--- config.mk ---
export PLATFORM = sky130hd
export DESIGN_NAME = txprog_tracker
export DESIGN_NICKNAME = d
export VERILOG_FILES = /design/src/rtl/txprog_pkg.sv /design/src/rtl/txprog_seq.sv /design/src/rtl/txprog_air.sv /design/src/rtl/txprog_tracker.sv
export SDC_FILE = /design/constraint.sdc
export NUM_CORES = 1
export LEC_CHECK = 0
export CAP_MARGIN = 15
export CORE_MARGIN = 3
export CORE_UTILIZATION = 56
export CTS_BUF_LIST = sky130_fd_sc_hd__clkbuf_2 sky130_fd_sc_hd__clkbuf_4 sky130_fd_sc_hd__clkbuf_8
export CTS_CLUSTER_SIZE = 12
export DETAILED_ROUTE_END_ITERATION = 12
export PLACE_DENSITY = 0.94
export SYNTH_ARGS = -nofsm -noshare
export SYNTH_HDL_FRONTEND = slang
export SYNTH_HIERARCHICAL = 1
export SYNTH_SLANG_ARGS = --single-unit
--- constraint.sdc ---
create_clock -name clk -period 6.1 [get_ports clk]
set_input_delay 1.22 -clock clk [delete_from_list [all_inputs] [get_ports clk]]
set_output_delay 1.22 -clock clk [all_outputs]
set_load 0.01 [all_outputs]
--- src/rtl/txprog_pkg.sv ---
package txprog_pkg;

    typedef enum logic [0:0] {
        PH_IDLE = 1'b0,
        PH_DATA = 1'b1
    } phase_e;

    localparam int unsigned FAST_RATE_CODE = 2;
    localparam int unsigned FAST_SHIFT     = 2;
    localparam int unsigned SLOW_SHIFT     = 3;
    localparam int unsigned FAST_PACE_BITS = 3;
    localparam int unsigned SLOW_PACE_BITS = 4;

endpackage

--- src/rtl/txprog_seq.sv ---
module txprog_seq #(
    parameter int unsigned ADDR_W    = 13,
    parameter int unsigned SEQ_W     = 12,
    parameter int unsigned STAMP_OFS = 34,
    parameter int unsigned SEQ_SHIFT = 4
) (
    input  logic              clk,
    input  logic              rst_n,
    input  logic              launch,
    input  logic [ADDR_W-1:0] slot_addr,
    output logic [SEQ_W-1:0]  seq_no,
    output logic              stamp_we,
    output logic [ADDR_W-1:0] stamp_addr,
    output logic [15:0]       stamp_data
);
    localparam int unsigned DATA_W = SEQ_W + SEQ_SHIFT;

    typedef struct packed {
        logic [SEQ_W-1:0]  seq;
        logic              we;
        logic [ADDR_W-1:0] addr;
        logic [15:0]       data;
    } seq_state_t;

    seq_state_t st_d, st_q;

    always_comb begin
        st_d    = st_q;
        st_d.we = 1'b0;
        if (launch) begin
            st_d.we   = 1'b1;
            st_d.addr = slot_addr + ADDR_W'(STAMP_OFS);
            st_d.data = 16'({st_q.seq, {SEQ_SHIFT{1'b0}}});
            st_d.seq  = st_q.seq + 1'b1;
        end
    end

    always_ff @(posedge clk) begin
        if (!rst_n) st_q <= '0;
        else        st_q <= st_d;
    end

    if (DATA_W > 16) begin : g_width_bad
        initial $display("txprog_seq: sequence field exceeds halfword");
    end

    assign seq_no     = st_q.seq;
    assign stamp_we   = st_q.we;
    assign stamp_addr = st_q.addr;
    assign stamp_data = st_q.data;
endmodule

--- src/rtl/txprog_air.sv ---
module txprog_air
    import txprog_pkg::*;
#(
    parameter int unsigned LEN_W = 12
) (
    input  logic             clk,
    input  logic             rst_n,
    input  logic             launch,
    input  logic             us_tick,
    input  logic [LEN_W-1:0] frame_len,
    input  logic [1:0]       rate_sel,
    output logic             active,
    output logic             done,
    output logic             step
);
    localparam int unsigned CNT_W = LEN_W + SLOW_SHIFT;

    typedef struct packed {
        phase_e           phase;
        logic [CNT_W-1:0] cnt;
        logic             slow;
        logic             done;
    } air_state_t;

    air_state_t       st_d, st_q;
    logic [CNT_W-1:0] cnt_dec;
    logic             pace_hit;

    assign cnt_dec = st_q.cnt - 1'b1;

    always_comb begin
        if (st_q.slow) pace_hit = (cnt_dec[SLOW_PACE_BITS-1:0] == '0);
        else           pace_hit = (cnt_dec[FAST_PACE_BITS-1:0] == '0);
    end

    always_comb begin
        st_d      = st_q;
        st_d.done = 1'b0;
        step      = 1'b0;
        unique case (st_q.phase)
            PH_IDLE: begin
                if (launch) begin
                    st_d.phase = PH_DATA;
                    if (rate_sel == 2'(FAST_RATE_CODE)) begin
                        st_d.slow = 1'b0;
                        st_d.cnt  = CNT_W'({frame_len, {FAST_SHIFT{1'b0}}});
                    end else begin
                        st_d.slow = 1'b1;
                        st_d.cnt  = CNT_W'({frame_len, {SLOW_SHIFT{1'b0}}});
                    end
                end
            end
            PH_DATA: begin
                if (st_q.cnt == '0) begin
                    st_d.phase = PH_IDLE;
                    st_d.done  = 1'b1;
                end else if (us_tick) begin
                    st_d.cnt = cnt_dec;
                    if (cnt_dec == '0) begin
                        st_d.phase = PH_IDLE;
                        st_d.done  = 1'b1;
                    end else if (pace_hit) begin
                        step = 1'b1;
                    end
                end
            end
            default: st_d.phase = PH_IDLE;
        endcase
    end

    always_ff @(posedge clk) begin
        if (!rst_n) st_q <= '{phase: PH_IDLE, cnt: '0, slow: 1'b0, done: 1'b0};
        else        st_q <= st_d;
    end

    assign active = (st_q.phase == PH_DATA);
    assign done   = st_q.done;
endmodule

--- src/rtl/txprog_tracker.sv ---
module txprog_tracker #(
    parameter int unsigned ADDR_W = 13,
    parameter int unsigned LEN_W  = 12,
    parameter int unsigned SEQ_W  = 12
) (
    input  logic              clk,
    input  logic              rst_n,
    input  logic              us_tick,
    input  logic              start,
    input  logic [ADDR_W-1:0] slot_addr,
    input  logic [LEN_W-1:0]  frame_len,
    input  logic [1:0]        rate_sel,
    output logic              busy,
    output logic              done,
    output logic [ADDR_W-2:0] live_addr,
    output logic [SEQ_W-1:0]  seq_no,
    output logic              stamp_we,
    output logic [ADDR_W-1:0] stamp_addr,
    output logic [15:0]       stamp_data
);
    localparam int unsigned HW_W = ADDR_W - 1;

    typedef struct packed {
        logic [HW_W-1:0] live;
    } trk_state_t;

    trk_state_t st_d, st_q;
    logic       launch;
    logic       active;
    logic       step;

    assign launch = start && !active;

    txprog_seq #(
        .ADDR_W(ADDR_W),
        .SEQ_W (SEQ_W)
    ) u_seq (
        .clk       (clk),
        .rst_n     (rst_n),
        .launch    (launch),
        .slot_addr (slot_addr),
        .seq_no    (seq_no),
        .stamp_we  (stamp_we),
        .stamp_addr(stamp_addr),
        .stamp_data(stamp_data)
    );

    txprog_air #(
        .LEN_W(LEN_W)
    ) u_air (
        .clk      (clk),
        .rst_n    (rst_n),
        .launch   (launch),
        .us_tick  (us_tick),
        .frame_len(frame_len),
        .rate_sel (rate_sel),
        .active   (active),
        .done     (done),
        .step     (step)
    );

    always_comb begin
        st_d = st_q;
        if (launch)    st_d.live = slot_addr[ADDR_W-1:1];
        else if (step) st_d.live = st_q.live + 1'b1;
    end

    always_ff @(posedge clk) begin
        if (!rst_n) st_q <= '0;
        else        st_q <= st_d;
    end

    assign busy      = active;
    assign live_addr = st_q.live;
endmodule

==> metrics.cfg, run 1 <==
[run_status]
status=finished, final reports clean

[yosys]
synth_seq_cells=68
synth_cells=433
ys_seq_area_share_pct=36.15
syn_avg_cell_area_um2=8.698
netlist_area_mm2=0.003766
synth_cell_types=65
async_reset_ff_share_pct=0
ys_warn_count=6
synth_ff_type=dfxtp_1
synth_edf_count=0

[power_and_ir_drop]
clkPwrFrac_pct=24.1
comb_power_share_pct=39.2
vdd_drop_max_uv=162.6
powerDensity_mw_per_mm2=329.6
p_leak_uw=0.001767
internal_power_uw=958.0
power_switching_uw=605.4
p_sw_share_pct=38.72
seqPwrFrac_pct=36.7

[routing]
drtPass1Iterations=6
drtIter0Drc=231
wl_met2_mm=4.625
dr_wl_met3_um=824
top_layer_used=met4
drc=0
wirelength_mm=9.887
avgRoutedWirePerCell_um=16.87
antenna_left=0
wl_met1_mm=4.205
vias=3645
routed_via_density=6.220

[setup_path]
r2r-start=u_air/st_q[3]
path_max_fanout=7
arrival_ns=3.87
worstSetupEndpointType=flop
rrSetupSlack_ns=2.62
crit_required_ns=6.29
critPathLaunchType=input port
r2r_end=live_addr[11]
ff2ff_path_depth=11
crit_path_start=us_tick
path_class=input port to flop

[worst_hold_path]
min_to=u_seq/stamp_addr[5]
hold_path.class=flop to flop
hold_start=u_seq/stamp_addr[5]
holdPathStages=2

[place]
placedInstanceArea_mm2=0.004543
dp_hpwl_mm=6.924
placed_cells=570
io_buffers=82
gp_congestion=0.9260

[run]
max_cap_viol_count=0

[floorplan]
start_util_pct=58.64
dieHeight_um=88.01
io_pins=87
core_region_area_mm2=0.006422
die_width_um=88.01
die-area_mm2=0.007745
placementRows=29

[clocking]
ctsResizeCount=0
clock-root-buffer=clkbuf_8
ctsHoldBuffers=0
numCtsBuffers=9
clock_sinks=68
path_clk_slew_ns=0.08
postCtsSetupBuffers=0
clockBufferDepth=2
clk-insertion-delay-late_ns=0.34
tritoncts=done
cts_htree_levels=3

[sta]
tightest_slew_ns=0.8733
fmax_mhz=271.6
hold_violations=0
finalCritPeriodShare_pct=60.36
min_period_ns=3.682
setup_violations=0
tns_ns=0
finClkSkew_ns=0.009295
slew_violations=0
timing.slew.headroom_pct=41.72
rsz0062_at_grt=no

[global_routing]
overflow=0
track_usage_pct=26.15
grt_max_degree=48
first_global_vias=3479
antenna_found_initial=0
grt_pass1_wl_mm=16.25

[layout]
num-fill-cells=468
nets=540
layout.cells.non_filler=586
syn_to_final_growth_pct=25.95
drive_gt1_share_pct=8.448
multi_input_area_mm2=0.002212
final_common_cell=clkdlybuf4s50_1
antenna_cells=0
finalInstanceArea_mm2=0.004743
final_cell_mix=82 x clkdlybuf4s50_1, 68 x dfxtp_1, 42 x o21ai_0, 33 x nand2_1, 32 x nor2_1
regArea_mm2=0.001361

-- kinds of logic (layout without fill, tap and decap cells) --
family                   count (synthesis)  after routing  synth area share [%]
AO/OA/AOI/OAI                          121            121                 20.20
XOR/XNOR                                21             21                 5.083
adder cells (fa/ha/maj)                  5              5                 1.661
buffers and inverters                   36            109                 5.415
flip-flops                              68             68                 36.15
multiplexers                            25             25                 6.645
other                                    1              4               0.09957
AND/OR/NAND/NOR                        156            156                 24.75
-- cell usage after synthesis, types with 2 or more instances --
cell / number / area, um2
dfxtp_1: 68 / 1361
a22oi_1: 5 / 37.54
nor2b_1: 8 / 50.05
or3_2: 4 / 30.03
xnor2_1: 11 / 96.34
o21ai_0: 42 / 210.2
nor4_1: 7 / 43.79
nand3_1: 14 / 70.07
nand4_1: 9 / 56.30
ha_1: 5 / 62.56
o22ai_1: 8 / 50.05
inv_1: 8 / 30.03
nor2_1: 32 / 120.1
nand2_1: 33 / 123.9
nor3_1: 4 / 20.02
a21oi_1: 25 / 125.1
xor2_1: 9 / 78.83
or3_1: 6 / 37.54
nor4_2: 2 / 25.02
buf_2: 6 / 30.03
buf_4: 6 / 45.04
mux2i_1: 25 / 250.2
or4_1: 8 / 60.06
nor4_4: 3 / 63.81
o211a_1: 4 / 40.04
a211oi_1: 4 / 30.03
o31ai_1: 6 / 45.04
clkbuf_1: 11 / 41.29
a21boi_0: 6 / 45.04
a31oi_1: 10 / 62.56
buf_6: 3 / 33.78
nand2b_1: 6 / 37.54
and2_1: 3 / 18.77
-- how the worst max path moves through the flow --
stage,to,slack [ns]
after global placement,live_addr[11],2.27
after detailed placement,live_addr[9],2.15
after floorplan,live_addr[11],3.17
after global routing,live_addr[9],2.28
after CTS,live_addr[9],2.49
final,live_addr[11],2.42
-- metal layers --
layer	GRT usage, %	vias to the layer above
met5	0	-
met4	10.46	0
met3	5.456	28
met2	41.16	179
met1	35.01	1716
li1	-	1722
-- power by group through the flow --
| stage | Sequential (uW) | Clock [uW] | Combinational, uW |
|---|---|---|---|
| final | 573 | 376 | 614 |
| after global routing | 582 | 404 | 667 |
| after CTS | 571 | 385 | 602 |
| after detailed placement | 580 | 0 | 597 |
| after global placement | 577 | 0 | 588 |
| after floorplan | 573 | 0 | 420 |
-- sequential cells by signal, summed over array words and instances (netlist names) --
register / flops
u_air/done: 1
u_seq/stamp_addr: 13
u_seq/stamp_we: 1
u_seq/seq_no: 12
u_air/st_q: 16
u_air/active: 1
live_addr: 12
u_seq/stamp_data: 12
-- per-stage QoR --
stage	hold WS, ns	power [uW]	worst slack, ns	utilization, %
6_report	0.4737	1563	2.418	73.86
5_1_grt	0.5169	1653	2.278	73.86
4_1_cts	0.4776	1558	2.494	73.86
3_5_place_dp	0.4644	1177	2.148	70.74
3_3_place_gp	0.4563	1165	2.273	70.74
2_1_floorplan	0.4701	992.6	3.169	-
-- worst max-delay path: stages --
cell             delay (ns)
clkdlybuf4s50_1        0.50
and2_1                 0.27
nand2_1                0.13
a211o_1                0.25
a31oi_1                0.58
nand3_1                0.37
nor4_4                 0.31
xnor2_1                0.15
a21oi_1                0.08
-- final cells by class --
class                      count  share of cell area, %
timing repair buffer          85                  17.78
sequential                    68                  28.70
multi-input combinational    332                  46.64
tap                           77                  2.031
inverter                       8                 0.6331
clock inverter                 7                  1.609
clock buffer                   9                  2.611
Note: power is estimated with default switching activity, not from simulation.
==> inputs of run 2 (changes only) <==
- CORE_UTILIZATION: 56 -> 52
- PLACE_DENSITY: 0.94 -> 0.89
- clock period: 6.1 -> 3.69 ns (I/O delays scaled with it)
==> run 2 against run 1 <==
Effect of this change: via count about the same; critical path depth is 3 higher; first-iteration DRC count increased by 7.8%; power grew 61%; wire length increased by 0.32%; clock-buffer cell count unchanged; sequential power rose by 65%; worst setup slack got worse by 1.7 ns; final area increased by 0.45%; combinational power increased by 68%; largest cell class unchanged; global-route usage down 2.4 points.
==> metrics.cfg, run 2 (synthesis gave the netlist of run 1 again) <==
[run_status]
status=finished, final reports clean

[layout]
final_common_cell=clkdlybuf4s50_1
nets=543
num-fill-cells=557
largest_reg_flops=16
finalInstanceArea_mm2=0.004765
antenna_cells=0
drive_gt1_share_pct=8.984
regMostFlops=u_air/st_q
final_cell_mix=82 x clkdlybuf4s50_1, 68 x dfxtp_1, 42 x o21ai_0, 33 x nand2_1, 32 x nor2_1
syn_to_final_growth_pct=26.51

[sta]
tns_ns=0
setup_violations=0
min_period_ns=3.001
finalCritPeriodShare_pct=81.34
finClkSkew_ns=0.008262
hold_violations=0
slew_violations=0
fmax_mhz=333.2
tightest_slew_ns=0.7819
rsz0062_at_grt=no
timing.slew.headroom_pct=47.82

[clocking]
numCtsBuffers=9
path_clk_slew_ns=0.08
tritoncts=done
clockBufferDepth=2
clock_sinks=68
clk-insertion-delay-late_ns=0.35
clock-root-buffer=clkbuf_8
ctsHoldBuffers=0
cts_htree_levels=3
ctsResizeCount=0
postCtsSetupBuffers=0

[floorplan]
die_width_um=91.11
start_util_pct=54.53
die-area_mm2=0.008300
dieHeight_um=91.11
placementRows=30
io_pins=87
core_region_area_mm2=0.006907

[setup_path]
critPathLaunchType=flop
crit_required_ns=3.96
r2r-start=u_air/st_q[2]
r2r_end=live_addr[9]
worstSetupEndpointType=flop
crit_path_start=u_air/st_q[2]
ff2ff_path_depth=12
rrSetupSlack_ns=0.69
path_class=flop to flop
path_max_fanout=7
arrival_ns=3.27

[routing]
drtIter0Drc=249
antenna_left=0
routed_via_density=5.993
drtPass1Iterations=5
wirelength_mm=9.919
avgRoutedWirePerCell_um=16.31
drc=0
vias=3644

[power_and_ir_drop]
powerDensity_mw_per_mm2=529.8
vdd_drop_max_uv=330.8
p_leak_uw=0.001771

[global_routing]
first_global_vias=3503
grt_max_degree=48
track_usage_pct=23.70
overflow=0
antenna_found_initial=0
grt_pass1_wl_mm=16.33

[worst_hold_path]
holdPathStages=2
hold_start=u_seq/stamp_addr[4]
min_to=u_seq/stamp_addr[4]
hold_path.class=flop to flop

[place]
placedInstanceArea_mm2=0.004589
gp_congestion=0.9740
dp_hpwl_mm=7.072
io_buffers=82

[run]
max_cap_viol_count=0

## run 2: cell types whose count changed in the layout (fill, tap and decap cells not counted), sizes merged
cell and delta:
clkinv +1, bufinv -1, buf +3
## run 2: how the worst max path moves through the flow
stage	end	slack, ns	cells after the start
after floorplan	live_addr[11]	1.00	12
after global placement	live_addr[11]	0.68	10
after detailed placement	live_addr[9]	0.56	10
after CTS	live_addr[9]	0.70	12
after global routing	live_addr[9]	0.45	12
final	live_addr[9]	0.69	12
## run 2: power breakdown
group	internal, uW	switching [uW]	total (uW)
sequential	826	120	946
clock	245	305	551
combinational	446	582	1030
## run 2: routing by layer
| layer | wire length (um) | vias up | GRT usage [%] |
|---|---|---|---|
| met1 | 4180 | 1694 | 29.54 |
| met5 | 0 | - | 0 |
| met2 | 4532 | 192 | 38.07 |
| met3 | 932 | 27 | 7.125 |
| met4 | 273 | 0 | 9.799 |
| li1 | - | 1731 | - |
## run 2: cell type report
class | count | area (um2) | share of cell area [%]
clock buffers | 9 | 123.9 | 2.600
repair buffers | 88 | 865.8 | 18.17
inverters | 8 | 30.03 | 0.6303
flip-flops and latches | 68 | 1361 | 28.57
well taps | 96 | 120.1 | 2.521
multi-input cells | 332 | 2212 | 46.43
clock inverters | 7 | 51.30 | 1.077
## run 2: worst max-delay path: stages (launching register included)
cell,delay [ns]
dfxtp_1,0.38
inv_1,0.08
ha_1,0.25
or3b_4,0.45
nor3_1,0.28
xnor2_1,0.16
and3_1,0.18
a31oi_1,0.17
buf_4,0.18
nand3_1,0.21
nor3_4,0.23
a311oi_1,0.12
a211oi_1,0.22
## run 2: stage by stage
| step | hold WS, ns | utilization, % | total power, uW | cells | setup WS [ns] |
|---|---|---|---|---|---|
| after detailed placement | 0.4771 | 66.45 | 1968 | 592 | 0.5640 |
| final | 0.4920 | 68.99 | 2524 | 608 | 0.6887 |
| after CTS | 0.4953 | 68.99 | 2516 | 608 | 0.7048 |
| after global routing | 0.5225 | 68.99 | 2667 | 608 | 0.4475 |
| after global placement | 0.4559 | 66.45 | 1948 | 592 | 0.6773 |
| after floorplan | 0.4701 | - | 1641 | 436 | 1.003 |
==> inputs of run 3 (changes only) <==
- clock period: 3.69 -> 2.86 ns (I/O delays scaled with it)
==> run 3 against run 2 <==
Effect of this change: register-to-register slack got worse by 0.57 ns; critical path depth rose by 2; combinational power rose by 53%; cell count rose by 2.8%; hold slack improved by 0.0092 ns; final area rose by 3.7%; sequential share of layout area fell by 1.0 points; clock-buffer cell count did not move; power rose by 39%; sequential power rose by 28%; non-clock buffer count rose by 17.
==> metrics.cfg, run 3 (synthesis gave the netlist of run 1 again) <==
[setup_path]
r2r_end=live_addr[6]
path_class=flop to flop
critPathLaunchType=flop
crit_path_start=u_air/st_q[3]
path_max_fanout=7
arrival_ns=2.98
rrSetupSlack_ns=0.12
ff2ff_path_depth=14
r2r-start=u_air/st_q[3]
crit_required_ns=3.10
worstSetupEndpointType=flop

[clocking]
tritoncts=done
path_clk_slew_ns=0.08
ctsHoldBuffers=0
numCtsBuffers=9
clockBufferDepth=2
clk-insertion-delay-late_ns=0.35
clock_sinks=68
clock-root-buffer=clkbuf_8
cts_htree_levels=3

[layout]
drive_gt1_share_pct=13.04
layout.cells.non_filler=625
nets=560
regMostFlops=u_air/st_q
final_common_cell=clkdlybuf4s50_1
largest_reg_flops=16
antenna_cells=0
post-route-util_pct=71.56
syn_to_final_growth_pct=31.23
final_cell_mix=82 x clkdlybuf4s50_1, 68 x dfxtp_1, 41 x o21ai_0, 32 x nand2_1, 32 x nor2_1

[place]
pre_cts_slack_ns=-0.1286
io_buffers=82
placed_cells=604
gp_congestion=1.025
dp_hpwl_mm=7.426

[floorplan]
die-area_mm2=0.008300
core_region_area_mm2=0.006907
dieHeight_um=91.11
die_width_um=91.11
placementRows=30
io_pins=87
start_util_pct=54.53

[sta]
whs_ns=0.5012
slew_violations=0
timing.slew.headroom_pct=59.96
setup_violations=0
rsz0062_at_grt=no
fmax_mhz=365.0
hold_violations=0
finalCritPeriodShare_pct=95.80
tightest_slew_ns=0.5966
finClkSkew_ns=0.009478
min_period_ns=2.740
final.setup.worst_slack_ns=0.1200

[global_routing]
track_usage_pct=25.53
grt_pass1_wl_mm=17.32
antenna_found_initial=0
overflow=0
grt_max_degree=31
first_global_vias=3573

[worst_hold_path]
hold_start=u_seq/stamp_addr[5]
hold_path.class=flop to flop
min_to=u_seq/stamp_addr[5]
holdPathStages=2

[power_and_ir_drop]
powerDensity_mw_per_mm2=710.6
vdd_drop_max_uv=411.7
total_power_uw=3512
p_leak_uw=0.001861

[run_status]
status=finished, final reports clean

[routing]
drtPass1Iterations=5
wl_met1_mm=4.077
dr_wl_met3_mm=1.207
top_layer_used=met4
routed_via_density=6.082
drc=0
wirelength_mm=10.60
vias=3801
antenna_left=0
drtIter0Drc=336
avgRoutedWirePerCell_um=16.96
wl_met2_mm=5.014

[run]
max_cap_viol_count=0

## run 3: changes by cell type in the layout (fill, tap and decap cells not counted), sizes merged
cell  before  now
buf        6   23
## run 3: what timing repair did
item,4_1_cts,5_1_grt
setup endpoints to repair,6,7
setup buffers,0,5
pin swaps,1,4
gates resized for setup,3,7
## run 3: worst max-delay path: stages (launching register included)
cell and delay, ns:
dfxtp_1 0.33, inv_1 0.07, ha_2 0.22, nor3b_2 0.27
buf_4 0.17, o21ai_0 0.11, o21ai_1 0.23, nand3_1 0.18
a31oi_4 0.33, buf_4 0.17, buf_4 0.12, nand3_1 0.07
nor2_1 0.12, xnor2_1 0.14, a21oi_1 0.09
## run 3: power breakdown
part / switching, uW / internal (uW) / leakage (uW)
sequential: 146 / 1070 / 0.000556
clock: 401 / 317 / 0.0000856
combinational: 858 / 725 / 0.00122
total: 1400 / 2110 / 0.00186
## run 3: metrics by stage
step                      setup TNS (ns)  cell area [um2]
final                                  0             4942
after floorplan                        0             3777
after global routing                   0             4942
after global placement                 0             4679
after detailed placement         -0.2644             4679
after CTS                              0             4871
## run 3: routing by layer
metal	global-route usage, %	vias to the layer above
li1	-	1771
met1	31.34	1753
met2	41.20	246
met3	8.451	31
met4	10.18	0
met5	0	-
## run 3: layout make-up
cell class                 instances  area (um2)
tap                               96       120.1
clock inverter                     7       51.30
timing repair buffer             105       993.5
clock buffer                       9       123.9
sequential                        68        1361
multi-input combinational        332        2262
inverter                           8       30.03
fill                             524        1964
## run 3: how the worst max path moves through the flow
stage | endpoint | depth (start not counted)
floorplan | live_addr[11] | 12
global placement | live_addr[11] | 11
detailed placement | live_addr[9] | 11
CTS | live_addr[8] | 11
global route | live_addr[6] | 13
finish | live_addr[6] | 14
